<file path="src/rtl/flagu_pkg.sv">
package flagu_pkg;
  localparam int FLAG_W = 16;
  localparam int POS_CF = 0;
  localparam int POS_PF = 2;
  localparam int POS_AF = 4;
  localparam int POS_ZF = 6;
  localparam int POS_SF = 7;
  localparam int POS_TF = 8;
  localparam int POS_IF = 9;
  localparam int POS_DF = 10;
  localparam int POS_OF = 11;

  typedef enum logic [1:0] {
    OPC_ADD  = 2'd0,
    OPC_SUB  = 2'd1,
    OPC_LOG  = 2'd2,
    OPC_LOG2 = 2'd3
  } op_class_e;

  typedef struct packed {
    logic ovf;
    logic sgn;
    logic zer;
    logic aux;
    logic par;
    logic cry;
  } status_t;

  typedef struct packed {
    logic dir;
    logic ien;
    logic trp;
  } ctrl_t;
endpackage

</file>
<file path="src/rtl/flagu_status_calc.sv">
module flagu_status_calc
  import flagu_pkg::*;
#(
  parameter int WORD_W = 16
) (
  input  logic [WORD_W-1:0] opa,
  input  logic [WORD_W-1:0] opb,
  input  logic [WORD_W-1:0] res,
  input  logic              carry_out,
  input  logic [1:0]        op_class,
  input  logic              wide,
  output status_t           nxt,
  output logic              is_logic,
  output logic              msb_cin,
  output logic              nib_carry
);
  localparam int LOW_W = WORD_W / 2;
  localparam int NIB_W = LOW_W / 2;

  // carry (or borrow) entering bit idx, recovered from sum bit identity
  function automatic logic carry_into(input logic [WORD_W-1:0] a,
                                      input logic [WORD_W-1:0] b,
                                      input logic [WORD_W-1:0] r,
                                      input int idx);
    return a[idx] ^ b[idx] ^ r[idx];
  endfunction

  function automatic logic low_even(input logic [WORD_W-1:0] r);
    return ~^r[LOW_W-1:0];
  endfunction

  function automatic logic sized_zero(input logic [WORD_W-1:0] r, input logic w);
    return w ? (r == '0) : (r[LOW_W-1:0] == '0);
  endfunction

  function automatic logic sized_msb(input logic [WORD_W-1:0] r, input logic w);
    return w ? r[WORD_W-1] : r[LOW_W-1];
  endfunction

  op_class_e cls;

  always_comb begin
    cls       = op_class_e'(op_class);
    is_logic  = (cls == OPC_LOG) || (cls == OPC_LOG2);
    msb_cin   = carry_into(opa, opb, res, wide ? WORD_W-1 : LOW_W-1);
    nib_carry = carry_into(opa, opb, res, NIB_W);
    nxt.par   = low_even(res);
    nxt.zer   = sized_zero(res, wide);
    nxt.sgn   = sized_msb(res, wide);
    nxt.aux   = nib_carry;
    nxt.cry   = is_logic ? 1'b0 : carry_out;
    nxt.ovf   = is_logic ? 1'b0 : (msb_cin ^ carry_out);
  end
endmodule

</file>
<file path="src/rtl/flagu_status_reg.sv">
module flagu_status_reg
  import flagu_pkg::*;
(
  input  logic    clk,
  input  logic    rst_n,
  input  logic    upd_en,
  input  logic    is_logic,
  input  status_t nxt,
  output status_t cur
);
  always_ff @(posedge clk or negedge rst_n) begin
    if (!rst_n) begin
      cur <= '0;
    end else if (upd_en) begin
      cur.cry <= nxt.cry;
      cur.par <= nxt.par;
      cur.zer <= nxt.zer;
      cur.sgn <= nxt.sgn;
      cur.ovf <= nxt.ovf;
      if (!is_logic) cur.aux <= nxt.aux;
    end
  end

  // no update request, no change
  p_hold_r10: assert property (@(posedge clk) disable iff (!rst_n)
    !upd_en |=> $stable(cur));
  // logical class clears carry
  p_logic_cf_r2: assert property (@(posedge clk) disable iff (!rst_n)
    (upd_en && is_logic) |=> !cur.cry);
  // logical class keeps auxiliary carry
  p_logic_af_r4: assert property (@(posedge clk) disable iff (!rst_n)
    (upd_en && is_logic) |=> (cur.aux == $past(cur.aux)));
  // logical class clears overflow
  p_logic_of_r7: assert property (@(posedge clk) disable iff (!rst_n)
    (upd_en && is_logic) |=> !cur.ovf);
endmodule

</file>
<file path="src/rtl/flagu_ctrl_reg.sv">
module flagu_ctrl_reg
  import flagu_pkg::*;
(
  input  logic  clk,
  input  logic  rst_n,
  input  logic  we,
  input  ctrl_t wdata,
  output ctrl_t cur
);
  always_ff @(posedge clk or negedge rst_n) begin
    if (!rst_n)  cur <= '0;
    else if (we) cur <= wdata;
  end

  // control flags change only on an explicit write
  p_ctl_hold_r8: assert property (@(posedge clk) disable iff (!rst_n)
    !we |=> $stable(cur));
  p_ctl_load_r8: assert property (@(posedge clk) disable iff (!rst_n)
    we |=> (cur == $past(wdata)));
endmodule

</file>
<file path="src/rtl/alu_flag_unit.sv">
module alu_flag_unit
  import flagu_pkg::*;
#(
  parameter int WORD_W = 16
) (
  input  logic              clk,
  input  logic              rst_n,
  input  logic              upd_en,
  input  logic [1:0]        op_class,
  input  logic              wide,
  input  logic [WORD_W-1:0] opa,
  input  logic [WORD_W-1:0] opb,
  input  logic [WORD_W-1:0] res,
  input  logic              carry_out,
  input  logic              ctl_we,
  input  logic              ctl_trap,
  input  logic              ctl_int,
  input  logic              ctl_dir,
  output logic [FLAG_W-1:0] flag_word,
  output logic              flag_cf,
  output logic              flag_pf,
  output logic              flag_af,
  output logic              flag_zf,
  output logic              flag_sf,
  output logic              flag_of,
  output logic              flag_tf,
  output logic              flag_if,
  output logic              flag_df
);
  localparam int LOW_W = WORD_W / 2;

  status_t st_nxt, st_cur;
  ctrl_t   ct_cur, ct_wr;
  logic    is_logic, msb_cin, nib_carry;

  assign ct_wr = '{dir: ctl_dir, ien: ctl_int, trp: ctl_trap};

  flagu_status_calc #(.WORD_W(WORD_W)) u_calc (
    .opa(opa), .opb(opb), .res(res), .carry_out(carry_out),
    .op_class(op_class), .wide(wide), .nxt(st_nxt),
    .is_logic(is_logic), .msb_cin(msb_cin), .nib_carry(nib_carry)
  );

  flagu_status_reg u_sreg (
    .clk(clk), .rst_n(rst_n), .upd_en(upd_en), .is_logic(is_logic),
    .nxt(st_nxt), .cur(st_cur)
  );

  flagu_ctrl_reg u_creg (
    .clk(clk), .rst_n(rst_n), .we(ctl_we), .wdata(ct_wr), .cur(ct_cur)
  );

  always_comb begin
    flag_word         = '0;
    flag_word[POS_CF] = st_cur.cry;
    flag_word[POS_PF] = st_cur.par;
    flag_word[POS_AF] = st_cur.aux;
    flag_word[POS_ZF] = st_cur.zer;
    flag_word[POS_SF] = st_cur.sgn;
    flag_word[POS_OF] = st_cur.ovf;
    flag_word[POS_TF] = ct_cur.trp;
    flag_word[POS_IF] = ct_cur.ien;
    flag_word[POS_DF] = ct_cur.dir;
  end

  assign flag_cf = flag_word[POS_CF];
  assign flag_pf = flag_word[POS_PF];
  assign flag_af = flag_word[POS_AF];
  assign flag_zf = flag_word[POS_ZF];
  assign flag_sf = flag_word[POS_SF];
  assign flag_of = flag_word[POS_OF];
  assign flag_tf = flag_word[POS_TF];
  assign flag_if = flag_word[POS_IF];
  assign flag_df = flag_word[POS_DF];

  // sign follows the MSB of the selected size
  p_sign_r6: assert property (@(posedge clk) disable iff (!rst_n)
    upd_en |=> (flag_sf == $past(wide ? res[WORD_W-1] : res[LOW_W-1])));
  // parity of the low byte in both sizes
  p_parity_r3: assert property (@(posedge clk) disable iff (!rst_n)
    upd_en |=> (flag_pf == ($countones($past(res[LOW_W-1:0])) % 2 == 0)));
  // arithmetic overflow is carry-in XOR carry-out at the MSB
  p_ovf_r7: assert property (@(posedge clk) disable iff (!rst_n)
    (upd_en && !is_logic) |=> (flag_of == $past(msb_cin ^ carry_out)));
  // status updates leave control flags alone
  p_ctl_iso_r8: assert property (@(posedge clk) disable iff (!rst_n)
    (upd_en && !ctl_we) |=> $stable(flag_word[POS_DF:POS_TF]));
endmodule

</file>
<file path="config.mk">
export PLATFORM = sky130hd
export DESIGN_NAME = alu_flag_unit
export DESIGN_NICKNAME = d
export VERILOG_FILES = /design/src/rtl/flagu_pkg.sv /design/src/rtl/flagu_status_calc.sv /design/src/rtl/flagu_status_reg.sv /design/src/rtl/flagu_ctrl_reg.sv /design/src/rtl/alu_flag_unit.sv
export SDC_FILE = /design/constraint.sdc
export NUM_CORES = 1
export LEC_CHECK = 0
export ABC_AREA = 1
export CORE_UTILIZATION = 24
export CTS_CLUSTER_SIZE = 40
export DETAILED_ROUTE_END_ITERATION = 16
export PLACE_DENSITY = 0.84
export SETUP_SLACK_MARGIN = 0.3
export SLEW_MARGIN = 30
export SYNTH_ARGS = -nofsm -noshare
export SYNTH_HDL_FRONTEND = slang
export SYNTH_SLANG_ARGS = --single-unit
export TNS_END_PERCENT = 20
</file>
<file path="constraint.sdc">
create_clock -name clk -period 0.8 [get_ports clk]
set_input_delay 0.12 -clock clk [delete_from_list [all_inputs] [get_ports clk]]
set_output_delay 0.12 -clock clk [all_outputs]
set_load 0.05 [all_outputs]
</file>
; After elaboration in Yosys (flattened, before gate mapping)
; Index checks and enable logic that the tools add are counted.
; W data, S select, Z words.
[totals]
register_bits = 9
output_inout_bits = 25
[classes]
order_cmp = 1
eq_ne = 2
n_mux = 14
n_bitwise = 6
n_reduce_logical = 5
[ops]
columns = cell, count
row1 = $lt A32 B6 Y1 const B, 1
row2 = $logic_not A16 Y1, 1
row3 = $bmux W1 S4, 3
row4 = $mux W1, 10
row5 = $logic_not A8 Y1, 1
row6 = $reduce_xnor A8 Y1, 1
row7 = $xor A1 B1 Y1, 5
row8 = $eq A2 B2 Y1 const B, 2
row9 = $mux W4, 1
row10 = $reduce_and A2 Y1, 1
row11 = $logic_or A1 B1 Y1, 1
row12 = $not A1 Y1, 1

; Longest topological paths before layout
[logic_depth]
word_depth = 8
mapped_depth = 9

; Hierarchy
; A second synthesis with hierarchy kept.
[unflattened]
cells_unflattened = 118
area_unflattened_um2 = 812.0
[modules_own_cells]
columns = mod, n_inst, cells_each, area_per_inst_um2
row1 = flagu_status_calc, 1, 61, 335.3
row2 = flagu_status_reg, 1, 27, 240.2
row3 = alu_flag_unit, 1, 17, 123.9
row4 = flagu_ctrl_reg, 1, 13, 112.6

; Worst setup path before layout
; Ideal clock, no wire load.
[synth_path]
path_kind = register to output
startpoint = reg u_sreg.cur[4] in the netlist's numbering
endpoint = out flag_word[7]
arrival_ns = 0.904
required_time_ns = 0.680
slack_ns = -0.224
path_stages_with_launch = 2
path_buffers = 1
cell_sequence = dfrtp_1 -> buf_4
[synth_lines]
columns = element, line
row1 = "start, declared", flagu_status_reg.sv:9  ; output status_t cur
row2 = "end, declared", alu_flag_unit.sv:19  ; output logic [FLAG_W-1:0] flag_word,
; No word-level cell between the ends.

; Worst setup path in the final report
[layout_path]
startpoint = reg u_sreg.cur[4] in the netlist's numbering
endpoint = out flag_word[7]
; No word-level cell between the ends.

==> results.sh <==
export IMPL_grt_max_degree=10
export IMPL_grt_ovfl_total=0
export IMPL_ir_drop_mv=0.409
export IMPL_vias=821
export IMPL_grt_usage=0.132
export IMPL_min_period_over_period=1.24
export IMPL_reg2reg_slack_ns=-0.04
export IMPL_slew_viol_final=0
export IMPL_worst_r2r_cell_count=1
export IMPL_viasPerCell=3.95
export IMPL_max_freq_ghz=1.00
export IMPL_wl_um=2070
export IMPL_first_global_vias=786
export IMPL_detail_route_antenna_nets=0
export IMPL_grt_pass1_wl_um=3310
export IMPL_synth_area_um2=773
export IMPL_r2r_end="u_creg.cur[1]"
export IMPL_max_stage_delay_ns=0.45
export IMPL_dp_slack_ns=-0.657
export IMPL_nNetsFinal=228
export IMPL_path_clk_slew_ns=0.06
export IMPL_crit_path_top_delay_cell="dfrtp_2"
export IMPL_postPlaceCellArea_um2=1480
export IMPL_diodes=0
export IMPL_period_needed_ns=0.995
export IMPL_io_pins=84
export IMPL_leakagePower_nw=0.787
export IMPL_first_pass_iters=4
export IMPL_path_cells="buf_12"
export IMPL_cts_tree="yes"
export IMPL_cts_root_buf="clkbuf_4"
export IMPL_crit_type="reg -> out"
export IMPL_skew_ns=0
export IMPL_clock_power_share=0.149
export IMPL_crit_family="flip-flops"
export IMPL_drive_above_1_share=0.439
export IMPL_synth_area_leader_cell="dfrtp_1"
export IMPL_reg2reg_from="u_creg.cur[1]"
export IMPL_startpoint="u_sreg.cur[4]"
export IMPL_crit_buf_inv=1
export IMPL_area_growth_pct=106
export IMPL_cts_buffers=3
export IMPL_syn_avg_cell_area_um2=7.09
export IMPL_min_path_type="in -> async"
export IMPL_htreeDepth=1
export IMPL_start_util=0.253
export IMPL_worst_path_max_fanout=3
export IMPL_yosys_warnings=0
export IMPL_cp_arrival_ns=0.88
export IMPL_drc=0
export IMPL_timing_hold_ws_ns=0.142
export IMPL_hpwl_um=1680
export IMPL_p_per_area_nw_per_um2=1460
export IMPL_p_int_w=0.00138
export IMPL_setup_violations_final=24
export IMPL_maxCapViolations=0
export IMPL_cts_sinks=9
export IMPL_switching_share=0.408
export IMPL_clk_latency_ns=0.26
export IMPL_seq_power_share=0.267
export IMPL_status="finished with violations"
export IMPL_rsz0062_at_grt="yes"
export IMPL_cts_buffer_depth=2
export IMPL_crit_path_start_kind="flop"
export IMPL_switchingPower_w=0.000949
export IMPL_seq_area_frac_synth=0.291
export IMPL_grt_antenna_before_repair=0
export IMPL_die_h_um=58.8
export IMPL_port_buffers=49
export IMPL_synth_seq_cells=9
export IMPL_violations="setup timing"
export IMPL_p_comb_frac=0.584
export IMPL_place_gp_congestion=0.806
export IMPL_ys_types=18
export IMPL_wl_per_cell_um=9.93
export IMPL_syn_inst=109
export IMPL_synthTopCellsByArea="dfrtp_1 (29%), nand2_1 (17%), buf_4 (16%)"
export IMPL_die_w_um=58.8
export IMPL_critPathCaptureType="output port"
export IMPL_num_rows=20
export IMPL_tns_ns=-3.55
export IMPL_timing_final_hold_violations=0
export IMPL_synth_top_cell_area_share=0.291
export IMPL_core_area_um2=3050
export IMPL_setup_ws_ns=-0.195
export IMPL_crit_required_ns=0.68
export IMPL_finalInstanceArea_um2=1590
export IMPL_drt_iter0_drc=17
export IMPL_fillers=295
export IMPL_die_area_um2=3450
[placed cells by master, fill, tap and decap left out, types with 6 or more instances in the layout]
cell type / instances
nand2_1: 29
inv_1: 8
nor2_1: 8
inv_2: 8
clkdlybuf4s50_1: 10
dfrtp_2: 9
buf_4: 12
nand2_2: 6
conb_1: 7
clkdlybuf4s15_1: 6
dlygate4sd2_1: 13
buf_12: 18
[cell families after synthesis]
family          synth area share
mux                       0.0437
fa+ha+maj                 0.0647
compound gates            0.0275
flops                      0.291
simple gates               0.259
xor+xnor                  0.0453
buf+inv                    0.264
other cells              0.00485
[worst max-delay path by stage]
stage,endpoint,slack (ns),depth (start not counted)
after floorplan,u_creg.cur[0],-0.11,1
after global placement,u_sreg.cur[1],-0.63,7
after detailed placement,u_sreg.cur[1],-0.66,7
after CTS,flag_word[11],-0.20,1
after global routing,flag_of,-0.23,1
final,flag_word[7],-0.20,1
[flip-flops by register name, summed over array words and instances, names as in the netlist]
name,count
u_creg.cur,3
u_sreg.cur,6
[power groups by stage]
stage	logic, W	registers, W	clock network [W]
after floorplan	0.000597	0.000762	0
after global routing	0.00143	0.000630	0.000391
after global placement	0.00129	0.000627	0
after CTS	0.00135	0.000622	0.000368
final	0.00136	0.000620	0.000346
after detailed placement	0.00131	0.000631	0
[area by class of cell]
type / count / area [um2] / area share
Timing Repair Buffer: 62 / 752 / 0.472
Multi-Input combinational cell: 71 / 449 / 0.282
Sequential cell: 9 / 236 / 0.148
Inverter: 18 / 75.1 / 0.0471
Tap cell: 44 / 55.1 / 0.0345
Clock buffer: 4 / 26.3 / 0.0165
[layer usage]
layer  routed length (um)  global-route usage
met1                  743               0.130
met5                    0                   0
met3                  159              0.0242
met2                 1090               0.250
met4                   66              0.0816
[per-stage QoR]
stage,instances,total power [W],utilization
CTS,207,0.00234,0.518
finish,208,0.00233,0.522
global route,208,0.00245,0.522
floorplan,115,0.00136,-
global placement,201,0.00192,0.484
detailed placement,201,0.00194,0.484
[synthesized netlist by cell type]
| master | instances |
|---|---|
| nand2_1 | 34 |
| inv_1 | 17 |
| buf_4 | 16 |
| dfrtp_1 | 9 |
| nor2_1 | 8 |
| ha_1 | 4 |
| nand3_1 | 4 |
| mux2_2 | 3 |
| o21ai_0 | 3 |
| xnor2_1 | 2 |
| xor2_1 | 2 |
| a31oi_1 | 1 |
| buf_6 | 1 |
| conb_1 | 1 |
| inv_6 | 1 |
| nand2_2 | 1 |
| nand3_2 | 1 |
| nand4_1 | 1 |
[repair_timing]
item,in CTS,in global routing
hold endpoints to repair,0,0
buffers inserted,2,1
endpoints found under the setup margin,27,27
gates resized for setup,57,2
hold buffers,0,0
pin swaps,28,2
No activity file was read; power rests on OpenSTA's default activity.
